--- config.mk ---
export PLATFORM = sky130hd
export DESIGN_NAME = txpipe_endpoint
export DESIGN_NICKNAME = d
export VERILOG_FILES = /design/src/rtl/txp_pkg.sv /design/src/rtl/txp_grant.sv /design/src/rtl/txp_capture.sv /design/src/rtl/txp_retbus.sv /design/src/rtl/txpipe_endpoint.sv
export SDC_FILE = /design/constraint.sdc
export NUM_CORES = 1
export LEC_CHECK = 0
export ABC_AREA = 0
export BUFFER_PORTS_ARGS = -buffer_cell sky130_fd_sc_hd__buf_2
export CAP_MARGIN = 0
export CORE_MARGIN = 4
export CORE_UTILIZATION = 50
export CTS_CLUSTER_SIZE = 40
export DETAILED_ROUTE_END_ITERATION = 7
export PLACE_DENSITY = 0.79
export SETUP_SLACK_MARGIN = 0.1
export SLEW_MARGIN = 0
export SYNTH_ARGS = -nofsm -noshare
export SYNTH_HDL_FRONTEND = slang
export SYNTH_HIERARCHICAL = 1
export SYNTH_SLANG_ARGS = --single-unit
--- constraint.sdc ---
create_clock -name clk -period 3.2 [get_ports clk]
set_clock_uncertainty 0.2 [all_clocks]
set_input_delay 0.64 -clock clk [delete_from_list [all_inputs] [get_ports clk]]
set_output_delay 0.64 -clock clk [all_outputs]
set_load 0.02 [all_outputs]
--- src/rtl/txp_pkg.sv ---
package txp_pkg;

  localparam int unsigned DEF_ADDR_W = 7;
  localparam int unsigned DEF_DATA_W = 8;
  localparam int unsigned DEF_CNT_W  = 10;

  // Credit left after this cycle: cleared when not addressed, loaded on a new
  // request, reduced by one for every request already issued.
  function automatic int unsigned credit_next(input logic sel, input logic start,
                                              input logic used, input int unsigned load,
                                              input int unsigned cur);
    if (!sel)  return 0;
    if (start) return load;
    if (used && cur != 0) return cur - 1;
    return cur;
  endfunction

endpackage

--- src/rtl/txp_grant.sv ---
module txp_grant #(
  parameter int ADDR_W = 7,
  parameter int CNT_W  = 10
) (
  input  logic              clk,
  input  logic              rst_n,
  input  logic [ADDR_W-1:0] bc_addr_i,
  input  logic              bc_active_i,
  input  logic              bc_full_i,
  input  logic [CNT_W-1:0]  bc_rem_i,
  input  logic [ADDR_W-1:0] my_addr_i,
  input  logic              pause_i,
  output logic              sel_o,
  output logic              wr_req_o
);

  logic             sel_q;
  logic             start_w;
  logic             req_d;
  logic [CNT_W-1:0] left_q;
  logic [CNT_W-1:0] left_d;

  assign sel_o   = bc_active_i && (bc_addr_i == my_addr_i);
  assign start_w = sel_o && !sel_q;

  always_comb begin
    left_d = CNT_W'(txp_pkg::credit_next(sel_o, start_w, wr_req_o,
                                         32'(bc_rem_i), 32'(left_q)));
    req_d  = sel_o && !bc_full_i && !pause_i && (left_d != '0);
  end

  always_ff @(posedge clk or negedge rst_n) begin
    if (!rst_n) begin
      sel_q    <= 1'b0;
      left_q   <= '0;
      wr_req_o <= 1'b0;
    end else begin
      sel_q    <= sel_o;
      left_q   <= left_d;
      wr_req_o <= req_d;
    end
  end

  // no request toward the user unless addressed at the prior edge
  a_r1_unaddressed: assert property (@(posedge clk) disable iff (!rst_n)
    !sel_o |=> !wr_req_o);

  // downstream full stops the next request
  a_r2_full_stops: assert property (@(posedge clk) disable iff (!rst_n)
    bc_full_i |=> !wr_req_o);

  // pause stops the next request
  a_r3_pause_stops: assert property (@(posedge clk) disable iff (!rst_n)
    pause_i |=> !wr_req_o);

  // the request that uses the last credit is followed by silence
  a_r5_last_credit: assert property (@(posedge clk) disable iff (!rst_n)
    (wr_req_o && left_q == CNT_W'(1)) |=> !wr_req_o);

  // a fresh request reloads the credit from the bus
  a_r10_reload: assert property (@(posedge clk) disable iff (!rst_n)
    start_w |=> (left_q == $past(bc_rem_i)));

endmodule

--- src/rtl/txp_capture.sv ---
module txp_capture #(
  parameter int DATA_W = 8
) (
  input  logic              clk,
  input  logic              rst_n,
  input  logic              grant_i,
  input  logic [DATA_W-1:0] data_i,
  input  logic              sel_i,
  input  logic              pause_i,
  output logic [DATA_W-1:0] byte_o,
  output logic              valid_o,
  output logic              hold_o
);

  logic take_q;

  always_ff @(posedge clk or negedge rst_n) begin
    if (!rst_n) begin
      take_q  <= 1'b0;
      byte_o  <= '0;
      valid_o <= 1'b0;
      hold_o  <= 1'b0;
    end else begin
      take_q  <= grant_i;
      valid_o <= take_q;
      hold_o  <= sel_i && pause_i;
      if (take_q) byte_o <= data_i;
    end
  end

endmodule

--- src/rtl/txp_retbus.sv ---
module txp_retbus #(
  parameter int DATA_W = 8
) (
  input  logic              valid_i,
  input  logic              hold_i,
  input  logic [DATA_W-1:0] byte_i,
  output logic [DATA_W+1:0] ret_o
);

  localparam int VALID_BIT = DATA_W;
  localparam int HOLD_BIT  = DATA_W + 1;

  always_comb begin
    ret_o              = '0;
    ret_o[VALID_BIT]   = valid_i;
    ret_o[HOLD_BIT]    = hold_i;
    if (valid_i) ret_o[DATA_W-1:0] = byte_i;
  end

endmodule

--- src/rtl/txpipe_endpoint.sv ---
module txpipe_endpoint #(
  parameter int ADDR_W = txp_pkg::DEF_ADDR_W,
  parameter int DATA_W = txp_pkg::DEF_DATA_W,
  parameter int CNT_W  = txp_pkg::DEF_CNT_W
) (
  input  logic                       clk,
  input  logic                       rst_n,
  input  logic [ADDR_W-1:0]          my_addr_i,
  input  logic [ADDR_W+CNT_W+1:0]    bcast_i,
  input  logic                       pause_i,
  output logic                       wr_req_o,
  input  logic [DATA_W-1:0]          data_i,
  output logic [DATA_W+1:0]          ret_o
);

  localparam int ACT_BIT  = ADDR_W;
  localparam int FULL_BIT = ADDR_W + 1;
  localparam int REM_LSB  = ADDR_W + 2;

  logic [ADDR_W-1:0] bc_addr_w;
  logic              bc_active_w;
  logic              bc_full_w;
  logic [CNT_W-1:0]  bc_rem_w;
  logic              sel_w;
  logic [DATA_W-1:0] cap_byte_w;
  logic              cap_valid_w;
  logic              cap_hold_w;

  assign bc_addr_w   = bcast_i[ADDR_W-1:0];
  assign bc_active_w = bcast_i[ACT_BIT];
  assign bc_full_w   = bcast_i[FULL_BIT];
  assign bc_rem_w    = bcast_i[REM_LSB +: CNT_W];

  txp_grant #(.ADDR_W(ADDR_W), .CNT_W(CNT_W)) grant_i (
    .clk(clk), .rst_n(rst_n),
    .bc_addr_i(bc_addr_w), .bc_active_i(bc_active_w),
    .bc_full_i(bc_full_w), .bc_rem_i(bc_rem_w),
    .my_addr_i(my_addr_i), .pause_i(pause_i),
    .sel_o(sel_w), .wr_req_o(wr_req_o)
  );

  txp_capture #(.DATA_W(DATA_W)) capture_i (
    .clk(clk), .rst_n(rst_n),
    .grant_i(wr_req_o), .data_i(data_i),
    .sel_i(sel_w), .pause_i(pause_i),
    .byte_o(cap_byte_w), .valid_o(cap_valid_w), .hold_o(cap_hold_w)
  );

  txp_retbus #(.DATA_W(DATA_W)) retbus_i (
    .valid_i(cap_valid_w), .hold_i(cap_hold_w),
    .byte_i(cap_byte_w), .ret_o(ret_o)
  );

  // every request yields a valid byte two cycles later
  a_r6_byte_follows: assert property (@(posedge clk) disable iff (!rst_n)
    wr_req_o |-> ##2 ret_o[DATA_W]);

  // without a request two cycles back, byte and valid fields stay quiet
  a_r7_quiet_bus: assert property (@(posedge clk) disable iff (!rst_n)
    !$past(wr_req_o, 2) |-> (ret_o[DATA_W:0] == '0));

  // hold follows an addressed, paused cycle
  a_r8_hold_flag: assert property (@(posedge clk) disable iff (!rst_n)
    (sel_w && pause_i) |=> ret_o[DATA_W+1]);

endmodule

* Word level (Yosys, flattened, before mapping)
Cells that the tools add are included.
** Operators by class
- $add $sub $neg :: 1
- $mul :: 0
- Divide/modulo/power cells :: 0
- Magnitude comparators :: 0
- Equality and inequality tests :: 1
- Shifts and indexed selects :: 0
- Muxes and demuxes :: 11
- Bitwise operators :: 0
- Reduce and logical (&&, ||, !) cells :: 12
** Operator list (count)
- 10-bit two-way mux :: 5
- 10-bit nonzero test :: 2
- 10-bit by 1-bit subtractor with 10-bit output, second input constant :: 1
- 8-bit two-way mux :: 1
- 7-bit equality test :: 1
- 1-bit logical AND :: 7
- 1-bit two-way mux :: 5
- 1-bit logical NOT :: 3
** Word-level totals
- Bits in registers :: 23
- Bits in latches :: 0
- Bits in writable memories :: 0
- Bits in read-only memories :: 0
- Input port bits :: 37
- Output and inout bits :: 11
- Logic and storage cells :: 32
- Memories :: 0

* Longest topological paths before layout
Gate-level depths: netlist (run 1).
- Depth after elaboration :: 12
- Mapped depth :: 7
- Mapped depth without buffers :: 7

* Modules after synthesis
Netlist (run 1), hierarchy kept.
** By module, submodules not included
- txp_grant :: instances 1, cells each 110, area an instance 945.9 µm², seq. area each 300.3 µm²
- txp_capture :: instances 1, cells each 21, area an instance 412.9 µm², seq. area each 275.3 µm²
- txp_retbus :: instances 1, cells each 10, area an instance 65.1 µm², seq. area each 0.0 µm²

* Least setup slack after synthesis (run 1)
Ideal clock, no wire load.
- Path type :: register to register
- Start point :: register grant_i.left_q[0]
- End point :: register grant_i.wr_req_o
- Data arrival time :: 2000 ps
- Setup slack :: 864 ps
- Stages on the path, launching flop included :: 8
- Buffers on the path :: 0
- Period minus slack after synthesis :: 2336 ps
- Path through :: dfrtp_1 inv_1 ha_1 or4b_4 o31ai_4 a2bb2oi_1 a41o_1 a31oi_1
** Between the ends
- Longest elaborated chain between the ends :: 10
- Elaborated cells on any way between the ends :: 12
** Ends and longest elaborated chain
- from (decl) :: RTL line txp_grant.sv:20 : logic [CNT_W-1:0] left_q;
- from (signal assigned) :: RTL line txp_grant.sv:39 : left_q <= left_d;
- branches (longest 5 deep; another with 10-bit by 1-bit subtractor with 10-bit output)
- 10-bit two-way mux (*) :: RTL line txp_pkg.sv:15 : return cur;
- 10-bit two-way mux (*) :: RTL line txp_pkg.sv:14 : if (used && cur != 0) return cur - 1;
- 10-bit two-way mux (*) :: RTL line txp_pkg.sv:13 : if (start) return load;
- 10-bit nonzero test (*) :: RTL line txp_grant.sv:29 : req_d = sel_o && !bc_full_i && !pause_i && (left_d != '0);
- 1-bit logical AND (*) :: RTL line txp_grant.sv:29
- net grant_i.req_d :: RTL line txp_grant.sv:19 : logic req_d;
- to (signal assigned) :: RTL line txp_grant.sv:40 : wr_req_o <= req_d;
- to (decl) :: RTL line txp_grant.sv:14 : output logic wr_req_o
Mark *: on every way through the listed nets, which the timed path passes. The select of a mux whose other input is x is not followed.
A chain may end at the register's enable or synchronous reset.

* Worst setup path after layout (run 1)
Ends and elaborated chain as after synthesis.

==> impl_metrics.json, run 1 <==
{
  "status": "finished, final reports clean",
  "io_pins": 48,
  "via_per_inst": 5.95,
  "worstSetupPathType": "reg -> reg",
  "fin_crit_sh_pct": 83.0,
  "switching_power_mw": 0.113,
  "synth_edf_count": 0,
  "switching_share_pct": 23.2,
  "end_kind": "register",
  "nNetsFinal": 227,
  "wl_per_cell_um": 14.7,
  "grt_setup_unrepaired": "false",
  "placed_area_um2": 1680,
  "ctsHoldBuffers": 0,
  "power.density_nw_per_um2": 288,
  "hpwl_um": 2460,
  "synth_area_leaders": "dfrtp_1 40%, mux2_4 8.4%, and2_1 4.4%, xor2_1 4.3%, nor2_1 3.4%",
  "critical_path.startpoint_type": "register",
  "num_antenna_cells": 0,
  "vias": 1302,
  "grt.total_usage_pct": 17.4,
  "finalHoldViolCount": 0,
  "crit_fanout": 8,
  "start_util_pct": 52.1,
  "crit_chain": "inv_1 -> ha_1 -> or4b_4 -> o31ai_4 -> a211oi_1 -> nor4_1 -> a31oi_1",
  "antenna_found_initial": 0,
  "syn_nets": 179,
  "cts_resized": 0,
  "die-height_um": 61.4,
  "fmax_mhz": 376,
  "fp.dieW_um": 61.4,
  "synth_most_common_cell": "dfrtp_1",
  "grt.overflow.total": 0,
  "synth-warning-count": 6,
  "synth_top_flop_cell": "dfrtp_1",
  "slowest_stage": "or4b_4",
  "drv_slew": 0,
  "cts_tree": "built",
  "cts_buffer_depth": 2,
  "clkPwrFrac_pct": 27.1,
  "fillers": 226,
  "core_um2": 2730,
  "postCtsSetupRepairBufs": 0,
  "yosys.area.top_type": "dfrtp_1",
  "yosys-top-cells-count": "23 x dfrtp_1, 13 x nor2_1, 10 x and2_1",
  "drc": 0,
  "clkTransAtPathRegs_ns": 0.12,
  "wl_um": 3210,
  "crit_required_ns": 3.18,
  "arrival_ns": 2.64,
  "grt_pass1_wl_um": 4940,
  "htree_levels": 1,
  "tightest_slew_ns": 0.718,
  "synth_area_um2": 1420,
  "worstHoldPathType": "in -> async",
  "floorplan.rows": 19,
  "gp_congestion": 0.838,
  "postLayoutCellArea_um2": 1700,
  "finalSetupViolations": 0,
  "synth_cell_type_count": 40,
  "portBuffers": 47,
  "p_int_mw": 0.376,
  "numCtsBuffers": 3,
  "setup-tns-final_ns": 0,
  "drive_gt1_share_pct": 36.2,
  "p_leak_nw": 0.864,
  "die-area_um2": 3770,
  "ant_nets": 0,
  "first_iter_violations": 57,
  "peakVddDrop_mv": 0.209,
  "p_seq_share_pct": 60.9,
  "synth_sequential_area_ratio_pct": 40.4,
  "async_reset_ff_share_pct": 100,
  "clock-sinks": 23,
  "synth_top_cell_area_share_pct": 40.4,
  "ys_seq_elements": 23,
  "grt_max_degree": 24,
  "pwr-share-comb_pct": 12.0,
  "min_period_ns": 2.66,
  "drt-pass1-iter-count": 4,
  "clk_latency_ns": 0.31,
  "drv_cap": 0,
  "grt_pass1_vias": 1152,
  "max_stage_delay_ns": 0.53,
  "synthToLayoutAreaGrowth_pct": 19.5,
  "syn_area_per_cell_um2": 10.1,
  "relSlewSlack_pct": 51.5,
  "syn_inst": 141,
  "cts_root_buffer": "clkbuf_4"
}
-- routing by layer --
| metal | up-vias | track usage (%) | routed length, µm | part of all wire, % |
|---|---|---|---|---|
| li1 | 612 | - | - | - |
| met1 | 619 | 21.6 | 1270 | 40 |
| met2 | 64 | 31.3 | 1630 | 51 |
| met3 | 7 | 2.94 | 275 | 8.6 |
| met4 | 0 | 4.85 | 28 | 0.87 |
| met5 | - | 0 | 0 | 0 |
-- worst max-delay path, delay by kind of cell, from the launching register on --
| family | cells | cell delay, ns |
|---|---|---|
| AND/OR/NAND/NOR | 2 | 0.85 |
| AO/OA/AOI/OAI | 3 | 0.72 |
| flip-flops | 1 | 0.41 |
| adder cells (fa/ha/maj) | 1 | 0.26 |
| buffers and inverters | 1 | 0.09 |
-- through the flow --
step                      power, mW  hold slack [ns]  util, %  setup WS, ns  std cells
after detailed placement      0.363            0.289     61.3         0.606        215
after CTS                     0.493           0.0931     62.2         0.603        219
after global routing          0.516           0.0994     62.2         0.392        219
after global placement        0.360            0.283     61.3         0.752        215
final                         0.489           0.0761     62.2         0.544        219
after floorplan               0.328            0.144        -         0.864        141
-- power by group through the flow --
stage,Combinational (mW),Sequential [mW],Clock (mW)
CTS,0.0592,0.298,0.136
detailed placement,0.0588,0.304,0
global route,0.0650,0.299,0.152
finish,0.0585,0.298,0.133
floorplan,0.0249,0.303,0
global placement,0.0565,0.303,0
-- final cells by class --
cell class | instances | area (µm²) | share of cell area [%]
multi-input combinational | 106 | 788 | 46.3
sequential | 23 | 576 | 33.8
timing repair buffer | 49 | 250 | 14.7
tap | 31 | 38.8 | 2.28
clock buffer | 4 | 26.3 | 1.54
inverter | 6 | 22.5 | 1.32
-- cell families (layout without fill, tap and decap cells) --
kind of cell	count (synthesis)	in the layout	synth area share, %
compound gates	24	24	14.0
flops	23	23	40.4
buf+inv	12	59	4.22
xor+xnor	11	11	6.77
mux	11	11	10.5
fa+ha+maj	1	1	0.879
simple gates	59	59	23.2
-- worst paths after layout --
kind | from | end | slack (ns) | cells past startpoint
max in group asynchronous | rst_n | grant_i/left_q[5]$_DFF_PN0_ | 2.40 | 1
worst max-delay path | grant_i/left_q[0]$_DFF_PN0_ | grant_i/wr_req_o$_DFF_PN0_ | 0.54 | 7
min in group clk | capture_i/byte_o[1]$_DFFE_PN0P_ | capture_i/byte_o[1]$_DFFE_PN0P_ | 0.32 | 1
worst min register to register | capture_i/byte_o[1]$_DFFE_PN0P_ | capture_i/byte_o[1]$_DFFE_PN0P_ | 0.32 | 1
worst min-delay path | rst_n | capture_i/byte_o[1]$_DFFE_PN0P_ | 0.08 | 1
worst max register to register | grant_i/left_q[0]$_DFF_PN0_ | grant_i/wr_req_o$_DFF_PN0_ | 0.54 | 7
-- layout by cell type, fill, tap and decap left out, types with 3 or more instances in the layout --
master and instances:
a211oi_1 6, clkbuf_4 3, xnor2_1 4, buf_2 47, nor3_1 7, and2_1 10, nand2_1 8, nor2_1 13
dfrtp_1 23, nor4_1 3, mux2_4 8, inv_1 5, a311oi_1 5, xor2_1 7, nor2b_1 3, mux2i_1 3
o31ai_1 4
-- sequential cells by signal, summed over array words and instances (netlist names) --
register,count
capture_i/hold_o,1
capture_i/valid_o,1
grant_i/wr_req_o,1
capture_i/byte_o,8
capture_i/take_q,1
grant_i/sel_q,1
grant_i/left_q,10
Note: power is estimated with default switching activity, not from simulation.
==> run 2, diff against run 1 <==
Settings changed: CORE_UTILIZATION 50 to 45, PLACE_DENSITY 0.79 to 0.75.
Clock period 3.2 ns to 2.2 ns, I/O delays scaled along.
==> run 2 against run 1 <==
The flow now finishes with violations (setup timing); hold slack improved by 0.059 ns; clock power grew 51%; total power increased by 48%; clock-buffer cell count shrank 1; final cell count rose by 16%; routed wire length rose by 12%; utilization up 2.1 points; die area up 9.6%; global-route usage increased by 1.3 points; setup slack got worse by 0.63 ns.
==> impl_metrics.json, run 2 (synthesis results as in run 1) <==
{
  "status": "finished with violations",
  "violations": "setup timing",
  "io_pins": 48,
  "switching_power_mw": 0.178,
  "critical_path.startpoint_type": "register",
  "drc": 0,
  "numCtsBuffers": 3,
  "die-height_um": 64.3,
  "arrival_ns": 2.30,
  "final_core_util_pct": 64.3,
  "portBuffers": 47,
  "final_common_cell": "buf_2",
  "floorplan.rows": 20,
  "first_iter_violations": 68,
  "rr_worst_depth": 7,
  "cp_num_cells": 7,
  "clkTransAtPathRegs_ns": 0.14,
  "htree_levels": 1,
  "relSlewSlack_pct": 65.5,
  "holdPathStages": 2,
  "switching_share_pct": 24.5,
  "hpwl_um": 2720,
  "slowest_stage": "or4b_4",
  "min_period_ns": 2.29,
  "layout_common_cells": "47 x buf_2, 23 x dfrtp_1, 19 x buf_4, 13 x nor2_1, 10 x and2_1",
  "fp.dieW_um": 64.3,
  "drv_slew": 0,
  "crit_chain": "inv_2 -> ha_4 -> or4b_4 -> nor3_2 -> o31ai_1 -> nor4_1 -> a31oi_1",
  "grt_pass1_wl_um": 6260,
  "clock-sinks": 23,
  "top_register": "grant_i/left_q",
  "path_buf_inv": 1,
  "ant_nets": 0,
  "worstHoldPathType": "in -> reg",
  "synthToLayoutAreaGrowth_pct": 36.7,
  "via_per_inst": 5.34,
  "core_um2": 3030,
  "finalHoldViolCount": 0,
  "nNetsFinal": 248,
  "cts_root_buffer": "clkbuf_4",
  "max_stage_delay_ns": 0.49,
  "clkPwrFrac_pct": 27.7,
  "p_seq_share_pct": 59.7,
  "layout_setup_ws_ns": -0.0877,
  "top_regs": "grant_i/left_q: 10 flops, capture_i/byte_o: 8 flops",
  "gp_congestion": 0.924,
  "crit_fanout": 3,
  "worstSetupPathType": "reg -> reg",
  "finalSetupViolations": 3,
  "ff2ff_setup_slack_ns": -0.09,
  "vias": 1350,
  "wl_um": 3610,
  "pwr-share-comb_pct": 12.6,
  "fmax_mhz": 437,
  "grt.overflow.total": 0,
  "peakVddDrop_mv": 0.289,
  "wl_per_cell_um": 14.3,
  "grt_setup_unrepaired": "true",
  "drive_gt1_share_pct": 47.8,
  "crit_required_ns": 2.21,
  "fin_crit_sh_pct": 104,
  "clk_latency_ns": 0.32,
  "grt.total_usage_pct": 18.8,
  "grt_pass1_vias": 1361,
  "power.density_nw_per_um2": 373,
  "crit_family": "simple AND/OR/NAND/NOR gates",
  "cts_tree": "built",
  "end_kind": "register",
  "largest_reg_flops": 10,
  "drt-pass1-iter-count": 4,
  "die-area_um2": 4130,
  "cts_buffer_depth": 2,
  "p_total_mw": 0.726,
  "grt_max_degree": 24,
  "num_antenna_cells": 0,
  "antenna_found_initial": 0,
  "p_leak_nw": 0.987,
  "drv_cap": 0,
  "tightest_slew_ns": 0.518,
  "p_int_mw": 0.548,
  "start_util_pct": 47.0
}
[run 2: cell types whose count changed in the layout (fill, tap and decap cells not counted), sizes merged]
cell and change:
buf +20, clkbuf -1, clkinv +1, dlygate4sd3 +1
[run 2: repair_timing]
action / CTS / global route
hold endpoints to repair: 23 / 0
setup endpoints to repair: 6 / 9
pin swaps: 2 / 3
gates resized for setup: 2 / 6
setup buffers: 5 / 0
hold buffers: 1 / 0
[run 2: final timing paths]
check | from | end
worst max-delay path | grant_i/left_q[0]$_DFF_PN0_ | grant_i/wr_req_o$_DFF_PN0_
worst min-delay path | data_i[2] | capture_i/byte_o[2]$_DFFE_PN0P_
worst max register to register | grant_i/left_q[0]$_DFF_PN0_ | grant_i/wr_req_o$_DFF_PN0_
worst min register to register | capture_i/byte_o[3]$_DFFE_PN0P_ | capture_i/byte_o[3]$_DFFE_PN0P_
max in group asynchronous | rst_n | grant_i/left_q[5]$_DFF_PN0_
min in group asynchronous | rst_n | grant_i/wr_req_o$_DFF_PN0_
[run 2: per-layer routing]
| layer | up-vias | global-route usage [%] | wire length [µm] |
|---|---|---|---|
| met3 | 5 | 3.34 | 231 |
| met1 | 651 | 23.5 | 1520 |
| li1 | 648 | - | - |
| met4 | 0 | 5.01 | 30 |
| met5 | - | 0 | 0 |
| met2 | 46 | 33.0 | 1820 |
[run 2: cell type report]
type / instances / area [µm²]
flip-flops and latches: 23 / 576
multi-input cells: 106 / 845
clock buffers: 3 / 22.5
clock inverters: 1 / 5.00
inverters: 6 / 22.5
well taps: 44 / 55.1
repair buffers: 70 / 422
fillers: 234 / 1080
[run 2: metrics by stage]
stage	cell area [µm²]	instances	setup TNS, ns	hold WS (ns)	setup slack [ns]
6_report	1950	253	-0.133	0.136	-0.0877
5_1_grt	1950	253	-0.642	0.115	-0.164
4_1_cts	1920	253	-0.158	0.135	-0.0700
3_5_place_dp	1830	243	-0.199	0.243	-0.0756
3_3_place_gp	1830	243	-0.0438	0.237	-0.0396
2_1_floorplan	1450	141	-0.0150	-0.0556	-0.0150
[run 2: power by group through the flow]
| stage | clock [mW] | combinational, mW | sequential (mW) |
|---|---|---|---|
| 2_1_floorplan | 0 | 0.0371 | 0.441 |
| 3_3_place_gp | 0 | 0.0856 | 0.441 |
| 3_5_place_dp | 0 | 0.0894 | 0.442 |
| 4_1_cts | 0.207 | 0.0920 | 0.434 |
| 5_1_grt | 0.235 | 0.103 | 0.435 |
| 6_report | 0.201 | 0.0914 | 0.434 |
[run 2: worst register-to-register path, stage by stage (launching register included)]
cell and delay, ns:
dfrtp_1 0.42, inv_2 0.08, ha_4 0.12, or4b_4 0.49, nor3_2 0.28, o31ai_1 0.13
nor4_1 0.33, a31oi_1 0.12
